## src/rtl/imp_cal_pkg.sv

```systemverilog
package imp_cal_pkg;
  typedef enum logic [1:0] {
    CAL_IDLE   = 2'd0,
    CAL_SETTLE = 2'd1,
    CAL_SAMPLE = 2'd2,
    CAL_APPLY  = 2'd3
  } cal_state_e;

  typedef enum logic {
    LEG_UP = 1'b0,
    LEG_DN = 1'b1
  } cal_leg_e;
endpackage

```

## src/rtl/imp_cal_rstsync.sv

```systemverilog
module imp_cal_rstsync (
  input  logic clk,
  input  logic rst_n,
  output logic rst_q
);
  logic meta_q;
  logic hold_q;

  always_ff @(posedge clk or negedge rst_n) begin
    if (!rst_n) begin
      meta_q <= 1'b0;
      hold_q <= 1'b0;
    end else begin
      meta_q <= 1'b1;
      hold_q <= meta_q;
    end
  end

  assign rst_q = hold_q;
endmodule

```

## src/rtl/imp_cal_trig.sv

```systemverilog
module imp_cal_trig #(
  parameter int NSRC = 3
) (
  input  logic            clk,
  input  logic            rst_n,
  input  logic [NSRC-1:0] evt_i,
  input  logic            take_i,
  output logic            pend_o
);
  logic pend_q;
  logic pend_d;

  // a pending request is consumed by take_i; a new event in the same cycle survives
  always_comb begin
    pend_d = (pend_q & ~take_i) | (|evt_i);
  end

  // reset leaves one request pending: the reset itself asks for a calibration
  always_ff @(posedge clk or negedge rst_n) begin
    if (!rst_n) pend_q <= 1'b1;
    else        pend_q <= pend_d;
  end

  assign pend_o = pend_q;
endmodule

```

## src/rtl/imp_cal_vote.sv

```systemverilog
module imp_cal_vote #(
  parameter int NSAMP = 3
) (
  input  logic clk,
  input  logic rst_n,
  input  logic clr_i,
  input  logic smp_i,
  input  logic cmp_i,
  output logic vote_o
);
  localparam int CW = $clog2(NSAMP + 1);

  logic [CW-1:0] ones_q;
  logic [CW-1:0] ones_d;
  logic [CW:0]   ones_w;

  // ones counted so far plus the sample presented in this cycle
  always_comb begin
    ones_w = {1'b0, ones_q} + {{CW{1'b0}}, cmp_i};
    vote_o = (2 * int'(ones_w)) > NSAMP;
  end

  always_comb begin
    ones_d = ones_q;
    if (clr_i)      ones_d = '0;
    else if (smp_i) ones_d = ones_w[CW-1:0];
  end

  always_ff @(posedge clk or negedge rst_n) begin
    if (!rst_n) ones_q <= '0;
    else        ones_q <= ones_d;
  end
endmodule

```

## src/rtl/imp_cal_sar.sv

```systemverilog
module imp_cal_sar #(
  parameter int W = 5
) (
  input  logic         clk,
  input  logic         rst_n,
  input  logic         load_i,
  input  logic         step_i,
  input  logic         keep_i,
  output logic [W-1:0] code_o,
  output logic [W-1:0] code_nxt_o,
  output logic         last_o
);
  localparam int IW = (W > 1) ? $clog2(W) : 1;

  logic [W-1:0]  code_q;
  logic [W-1:0]  code_d;
  logic [W-1:0]  code_res;
  logic [IW-1:0] idx_q;
  logic [IW-1:0] idx_d;

  // the trial code with the bit under test resolved
  always_comb begin
    code_res        = code_q;
    code_res[idx_q] = keep_i;
  end

  always_comb begin
    code_d = code_q;
    idx_d  = idx_q;
    if (load_i) begin
      code_d = {1'b1, {(W-1){1'b0}}};
      idx_d  = IW'(W - 1);
    end else if (step_i) begin
      code_d = code_res;
      if (idx_q != '0) begin
        idx_d                  = idx_q - 1'b1;
        code_d[idx_q - 1'b1]   = 1'b1;
      end
    end
  end

  always_ff @(posedge clk or negedge rst_n) begin
    if (!rst_n) begin
      code_q <= '0;
      idx_q  <= '0;
    end else begin
      code_q <= code_d;
      idx_q  <= idx_d;
    end
  end

  assign code_o     = code_q;
  assign code_nxt_o = code_res;
  assign last_o     = (idx_q == '0);
endmodule

```

## src/rtl/imp_cal_seq.sv

```systemverilog
module imp_cal_seq
  import imp_cal_pkg::*;
#(
  parameter int CODE_W     = 5,
  parameter int NSAMP      = 3,
  parameter int SETTLE_CYC = 2
) (
  input  logic              clk,
  input  logic              rst_n,
  input  logic              evt_sys_i,
  input  logic              evt_dll_i,
  input  logic              evt_phase_i,
  input  logic              cmp_hi_i,
  input  logic              bus_busy_i,
  output logic              rep_up_en_o,
  output logic              rep_dn_en_o,
  output logic [CODE_W-1:0] rep_up_code_o,
  output logic [CODE_W-1:0] rep_dn_code_o,
  output logic [CODE_W-1:0] drv_up_code_o,
  output logic [CODE_W-1:0] drv_dn_code_o,
  output logic              busy_o,
  output logic              done_o
);
  localparam int CNT_MAX = (NSAMP > SETTLE_CYC) ? NSAMP : SETTLE_CYC;
  localparam int CNT_W   = $clog2(CNT_MAX + 1);
  localparam int NEVT    = 3;

  logic rst_q;

  cal_state_e        state_q, state_d;
  cal_leg_e          leg_q, leg_d;
  logic [CNT_W-1:0]  cnt_q, cnt_d;
  logic [CODE_W-1:0] up_q, up_d;
  logic [CODE_W-1:0] dn_q, dn_d;
  logic [CODE_W-1:0] drv_up_q, drv_up_d;
  logic [CODE_W-1:0] drv_dn_q, drv_dn_d;
  logic              done_q, done_d;

  logic              pend;
  logic              take;
  logic              sar_load;
  logic              sar_step;
  logic              sar_keep;
  logic              sar_last;
  logic [CODE_W-1:0] sar_code;
  logic [CODE_W-1:0] sar_nxt;
  logic              v_clr;
  logic              v_smp;
  logic              vote;
  logic              searching;

  imp_cal_rstsync u_rst (
    .clk   (clk),
    .rst_n (rst_n),
    .rst_q (rst_q)
  );

  imp_cal_trig #(.NSRC(NEVT)) u_trig (
    .clk    (clk),
    .rst_n  (rst_q),
    .evt_i  ({evt_phase_i, evt_dll_i, evt_sys_i}),
    .take_i (take),
    .pend_o (pend)
  );

  imp_cal_vote #(.NSAMP(NSAMP)) u_vote (
    .clk    (clk),
    .rst_n  (rst_q),
    .clr_i  (v_clr),
    .smp_i  (v_smp),
    .cmp_i  (cmp_hi_i),
    .vote_o (vote)
  );

  imp_cal_sar #(.W(CODE_W)) u_sar (
    .clk        (clk),
    .rst_n      (rst_q),
    .load_i     (sar_load),
    .step_i     (sar_step),
    .keep_i     (sar_keep),
    .code_o     (sar_code),
    .code_nxt_o (sar_nxt),
    .last_o     (sar_last)
  );

  // node above half: pull-up too strong (clear) or pull-down too weak (keep)
  assign sar_keep = (leg_q == LEG_UP) ? ~vote : vote;

  always_comb begin
    state_d  = state_q;
    leg_d    = leg_q;
    cnt_d    = cnt_q;
    up_d     = up_q;
    dn_d     = dn_q;
    drv_up_d = drv_up_q;
    drv_dn_d = drv_dn_q;
    done_d   = done_q;
    take     = 1'b0;
    sar_load = 1'b0;
    sar_step = 1'b0;
    v_clr    = 1'b0;
    v_smp    = 1'b0;
    case (state_q)
      CAL_IDLE: begin
        if (pend) begin
          take     = 1'b1;
          sar_load = 1'b1;
          leg_d    = LEG_UP;
          cnt_d    = '0;
          done_d   = 1'b0;
          state_d  = CAL_SETTLE;
        end
      end
      CAL_SETTLE: begin
        v_clr = 1'b1;
        if (cnt_q == CNT_W'(SETTLE_CYC - 1)) begin
          cnt_d   = '0;
          state_d = CAL_SAMPLE;
        end else begin
          cnt_d = cnt_q + 1'b1;
        end
      end
      CAL_SAMPLE: begin
        v_smp = 1'b1;
        if (cnt_q == CNT_W'(NSAMP - 1)) begin
          sar_step = 1'b1;
          cnt_d    = '0;
          state_d  = CAL_SETTLE;
          if (sar_last) begin
            if (leg_q == LEG_UP) begin
              up_d     = sar_nxt;
              leg_d    = LEG_DN;
              sar_load = 1'b1;
            end else begin
              dn_d    = sar_nxt;
              state_d = CAL_APPLY;
            end
          end
        end else begin
          cnt_d = cnt_q + 1'b1;
        end
      end
      CAL_APPLY: begin
        if (!bus_busy_i) begin
          drv_up_d = up_q;
          drv_dn_d = dn_q;
          done_d   = 1'b1;
          state_d  = CAL_IDLE;
        end
      end
      default: state_d = CAL_IDLE;
    endcase
  end

  always_ff @(posedge clk or negedge rst_q) begin
    if (!rst_q) begin
      state_q  <= CAL_IDLE;
      leg_q    <= LEG_UP;
      cnt_q    <= '0;
      up_q     <= '0;
      dn_q     <= '0;
      drv_up_q <= '0;
      drv_dn_q <= '0;
      done_q   <= 1'b0;
    end else begin
      state_q  <= state_d;
      leg_q    <= leg_d;
      cnt_q    <= cnt_d;
      up_q     <= up_d;
      dn_q     <= dn_d;
      drv_up_q <= drv_up_d;
      drv_dn_q <= drv_dn_d;
      done_q   <= done_d;
    end
  end

  assign searching     = (state_q == CAL_SETTLE) || (state_q == CAL_SAMPLE);
  assign rep_up_en_o   = searching;
  assign rep_dn_en_o   = searching && (leg_q == LEG_DN);
  assign rep_up_code_o = !searching ? '0 : ((leg_q == LEG_UP) ? sar_code : up_q);
  assign rep_dn_code_o = (searching && (leg_q == LEG_DN)) ? sar_code : '0;
  assign drv_up_code_o = drv_up_q;
  assign drv_dn_code_o = drv_dn_q;
  assign busy_o        = (state_q != CAL_IDLE);
  assign done_o        = done_q;
endmodule

```

## config.mk

```make
export PLATFORM = sky130hd
export DESIGN_NAME = imp_cal_seq
export DESIGN_NICKNAME = d
export VERILOG_FILES = /design/src/rtl/imp_cal_pkg.sv /design/src/rtl/imp_cal_rstsync.sv /design/src/rtl/imp_cal_trig.sv /design/src/rtl/imp_cal_vote.sv /design/src/rtl/imp_cal_sar.sv /design/src/rtl/imp_cal_seq.sv
export SDC_FILE = /design/constraint.sdc
export NUM_CORES = 1
export LEC_CHECK = 0
export ABC_CLOCK_PERIOD_IN_PS = 2600
export BUFFER_PORTS_ARGS = -buffer_cell sky130_fd_sc_hd__buf_2
export CORE_MARGIN = 3
export CORE_UTILIZATION = 40
export DETAILED_ROUTE_END_ITERATION = 6
export HOLD_SLACK_MARGIN = 0.06
export PLACE_DENSITY = 0.6
export SLEW_MARGIN = 20
export SYNTH_ARGS = -nofsm -noshare
export SYNTH_HDL_FRONTEND = slang
export SYNTH_SLANG_ARGS = --single-unit
```

## constraint.sdc

```tcl
create_clock -name clk -period 2.6 [get_ports clk]
set_clock_uncertainty 0.1 [all_clocks]
set_input_delay 0.26 -clock clk [delete_from_list [all_inputs] [get_ports clk]]
set_output_delay 0.26 -clock clk [all_outputs]
set_load 0.03 [all_outputs]
```

==> metrics.csv <==
stage;metric;value;unit
status;status;finished, final reports clean;
clock_tree;cts_max_level;2;
route;drc;0;
placed_design;place_congestion;0.7657;
clock_tree;post_cts_buffers;0;
worst_hold_path;hold_class;flip-flop to asynchronous set/reset pin;
global_route;grt.busiest_layer;met2;
final_layout;syn_to_final_growth;15.52;%
synth;postSynthCellCount;186;
synth;ys_types;43;
final_layout;drive_gt1_share;34.39;%
clock_tree;clock-sinks;39;
synth;ys_seq_area_share;46.27;%
synth;synth_top_cell_area_share;45.02;%
power_and_ir_drop;p_sw_share;40.52;%
clock_tree;clk_path_buf_depth;2;
die;die_y;78.67;µm
power_and_ir_drop;p_per_area;793.0;mW/mm²
timing;hold_violations;0;
global_route;use_met3;3.096;%
placed_design;io_buffers;30;
flow_run;cap_violations;0;
global_route;grt_max_degree;27;
clock_tree;ctsHoldBuffers;3;
global_route;grt.total_usage;14.69;%
power_and_ir_drop;p_int;1151;µW
power_and_ir_drop;p_leak;0.001249;µW
setup_path;worst_setup_path_start_kind;flip-flop;
setup_path;crit_type;flip-flop to primary output;
placed_design;hpwl;2980;µm
setup_path;startpoint;state_q[0]$_DFFE_PN0P_;
die;die_x;78.67;µm
clock_tree;root_buffer;clkbuf_8;
global_route;grt.met1_usage;20.34;%
global_route;grt_overflow;0;
timing;relSlewSlack;59.40;%
placed_design;place_area;0.002317;mm²
route;detail_route.vias_per_cell;5.038;
final_layout;nets;236;
synth;async_flop_share;100.0;%
setup_path;r2r_slack;0.41;ns
clock_tree;cts_resized;0;
timing;period_minus_slack;2.224;ns
setup_path;cp-end-kind;primary output;
route;via_count;1451;
synth;syn-cell-area;0.002112;mm²
power_and_ir_drop;seqPwrFrac;38.0;%
route;routed_wl;4187;µm
setup_path;crit_path_end;rep_dn_code_o[4];
power_and_ir_drop;ir_worst_vdd;0.5589;mV
global_route;grt_first_pass_wirelength;7120;µm
setup_path;arrival;1.86;ns
synth;synthesis.nets;202;
synth;synth_edf_count;0;
setup_path;critPathRequiredTime;2.24;ns
clock_tree;cts_inserted_buffers;5;
timing;fmax;449.7;MHz
die;dieArea;0.006188;mm²
die;initial_core_util;43.01;%
route;dr.first_iter.drc_count;83;
timing;fin_crit_sh;85.54;%
die;core_area;0.004911;mm²
setup_path;rr_startpoint;u_sar.idx_q[1]$_DFFE_PN0P_;
clock_tree;insertion_delay;0.30;ns
die;ios;31;
synth;syn_area_per_cell;11.35;µm²
timing;worst_pin_slew;0.6090;ns
synth;synthTopCellsByArea;dfrtp_1, mux2_2, ha_1, mux2i_1, nor2b_1;
final_layout;n_fill_cell;470;
timing;slew_violations;0;
route;routedWlPerCell;14.54;µm
final_layout;fin_util;49.68;%
die;core.rowCount;25;
clock_tree;clkTransAtPathRegs;0.08;ns
final_layout;multi_input_area;0.001039;mm²
timing;setup_viol;0;
setup_path;reg2regPathDepth;6;
timing;rsz0062_at_grt;no;
synth;yosysWarnings;0;
final_layout;diodes;0;
synth;synth-main-ff-cell;dfrtp_1;
power_and_ir_drop;clockPowerShare;22.1;%
setup_path;crit_path_max_fanout;18;
route;dr.pass1.iters;4;
route;postRouteAntennaNets;0;
power_and_ir_drop;switchingPower;784.0;µW
power_and_ir_drop;pwr-share-comb;39.9;%
setup_path;timing.rr.end;dn_q[1]$_DFFE_PN0P_;
synth;ys_seq_elements;39;
final_layout;fin_area;0.002440;mm²
synth;yosysTopAreaCell;dfrtp_1;
timing;setup_tns;0;ns
global_route;antenna_found_initial;0;
clock_tree;cts_tree;yes;
global_route;met2_usage;22.24;%
final_layout;regArea;977.2;µm²
global_route;grt_pass1_vias;1477;
-- power groups by stage --
| stage | sequential (µW) | clock (µW) | combinational, µW |
|---|---|---|---|
| final | 736 | 427 | 772 |
| after detailed placement | 748 | 0 | 773 |
| after global placement | 747 | 0 | 766 |
| after global routing | 748 | 456 | 866 |
| after floorplan | 761 | 0 | 573 |
| after CTS | 737 | 441 | 781 |
-- registers in the layout, indices dropped and copies added, names as in the netlist --
name,flops
done_o,1
drv_up_code_o,5
u_trig.pend_o,1
up_q,5
u_rst.rst_q,1
u_rst.meta_q,1
u_sar.idx_q,3
u_sar.code_o,5
state_q,2
dn_q,5
u_vote.ones_q,2
drv_dn_code_o,5
cnt_q,2
leg_q,1
-- cells in the mapped netlist (3+ instances only) --
library cell	instances
mux2_2	25
ha_1	9
o21ai_0	4
nor3_1	7
nor2b_1	8
nand2_1	11
inv_1	12
nand3_1	3
dfrtp_1	38
and3_1	5
nand2b_1	3
mux2i_1	8
a21oi_1	5
a311oi_1	5
nor2_1	8
buf_2	5
-- placed cells by master (no fill, tap or decap), drive strengths merged, types with 7 or more instances in the layout --
cell,synthesis,final
nor3,7,7
nand2,11,11
ha,9,9
nor2,9,9
inv,12,13
dfrtp,38,38
nor2b,8,8
mux2i,8,8
mux2,27,27
buf,7,33
-- how the worst min path moves through the flow --
stage / endpoint / slack [ns] / from
6_report: state_q[1]$_DFFE_PN0P_ / 0.09 / u_rst.rst_q$_DFF_PN0_
3_5_place_dp: u_rst.meta_q$_DFF_PN0_ / -0.05 / rst_n
4_1_cts: drv_dn_code_o[3]$_DFFE_PN0P_ / 0.12 / u_rst.rst_q$_DFF_PN0_
2_1_floorplan: u_rst.meta_q$_DFF_PN0_ / -0.14 / rst_n
3_3_place_gp: u_rst.meta_q$_DFF_PN0_ / -0.05 / rst_n
5_1_grt: drv_dn_code_o[4]$_DFFE_PN0P_ / 0.14 / u_rst.rst_q$_DFF_PN0_
-- area by class of cell --
class / instances / area share [%]
tap: 67 / 3.436
timing repair buffer: 36 / 8.308
clock buffer: 5 / 2.821
sequential: 39 / 40.05
clock inverter: 3 / 0.9744
multi-input combinational: 126 / 42.56
inverter: 12 / 1.846
-- logic make-up after synthesis --
group | Yosys count | synth area share [%]
flip-flops | 39 | 46.27
buffers and inverters | 21 | 4.561
XOR/XNOR | 1 | 0.7704
adder cells (fa/ha/maj) | 9 | 5.332
AO/OA/AOI/OAI | 23 | 7.939
AND/OR/NAND/NOR | 57 | 16.41
multiplexers | 35 | 18.54
other | 1 | 0.1776
-- critical path, cell delays in order (launching register included) --
cell and delay (ns):
dfrtp_1 0.40, inv_1 0.10, ha_1 0.63, and3_1 0.24, buf_2 0.19
-- metrics by stage --
step,total power [µW],setup WS [ns],cells,hold slack [ns]
6_report,1935,0.3761,288,0.09047
5_1_grt,2070,0.2209,288,0.1426
4_1_cts,1959,0.3617,288,0.1156
3_5_place_dp,1522,0.4592,277,-0.05319
3_3_place_gp,1513,0.5106,277,-0.05390
2_1_floorplan,1334,0.5215,186,-0.1356
-- metal layers --
layer	vias to the layer above	share of wire, %
met4	0	2.9
met3	11	4.0
met1	688	49
met5	-	0
met2	32	44
li1	720	-
No activity file was read; power rests on OpenSTA's default activity.
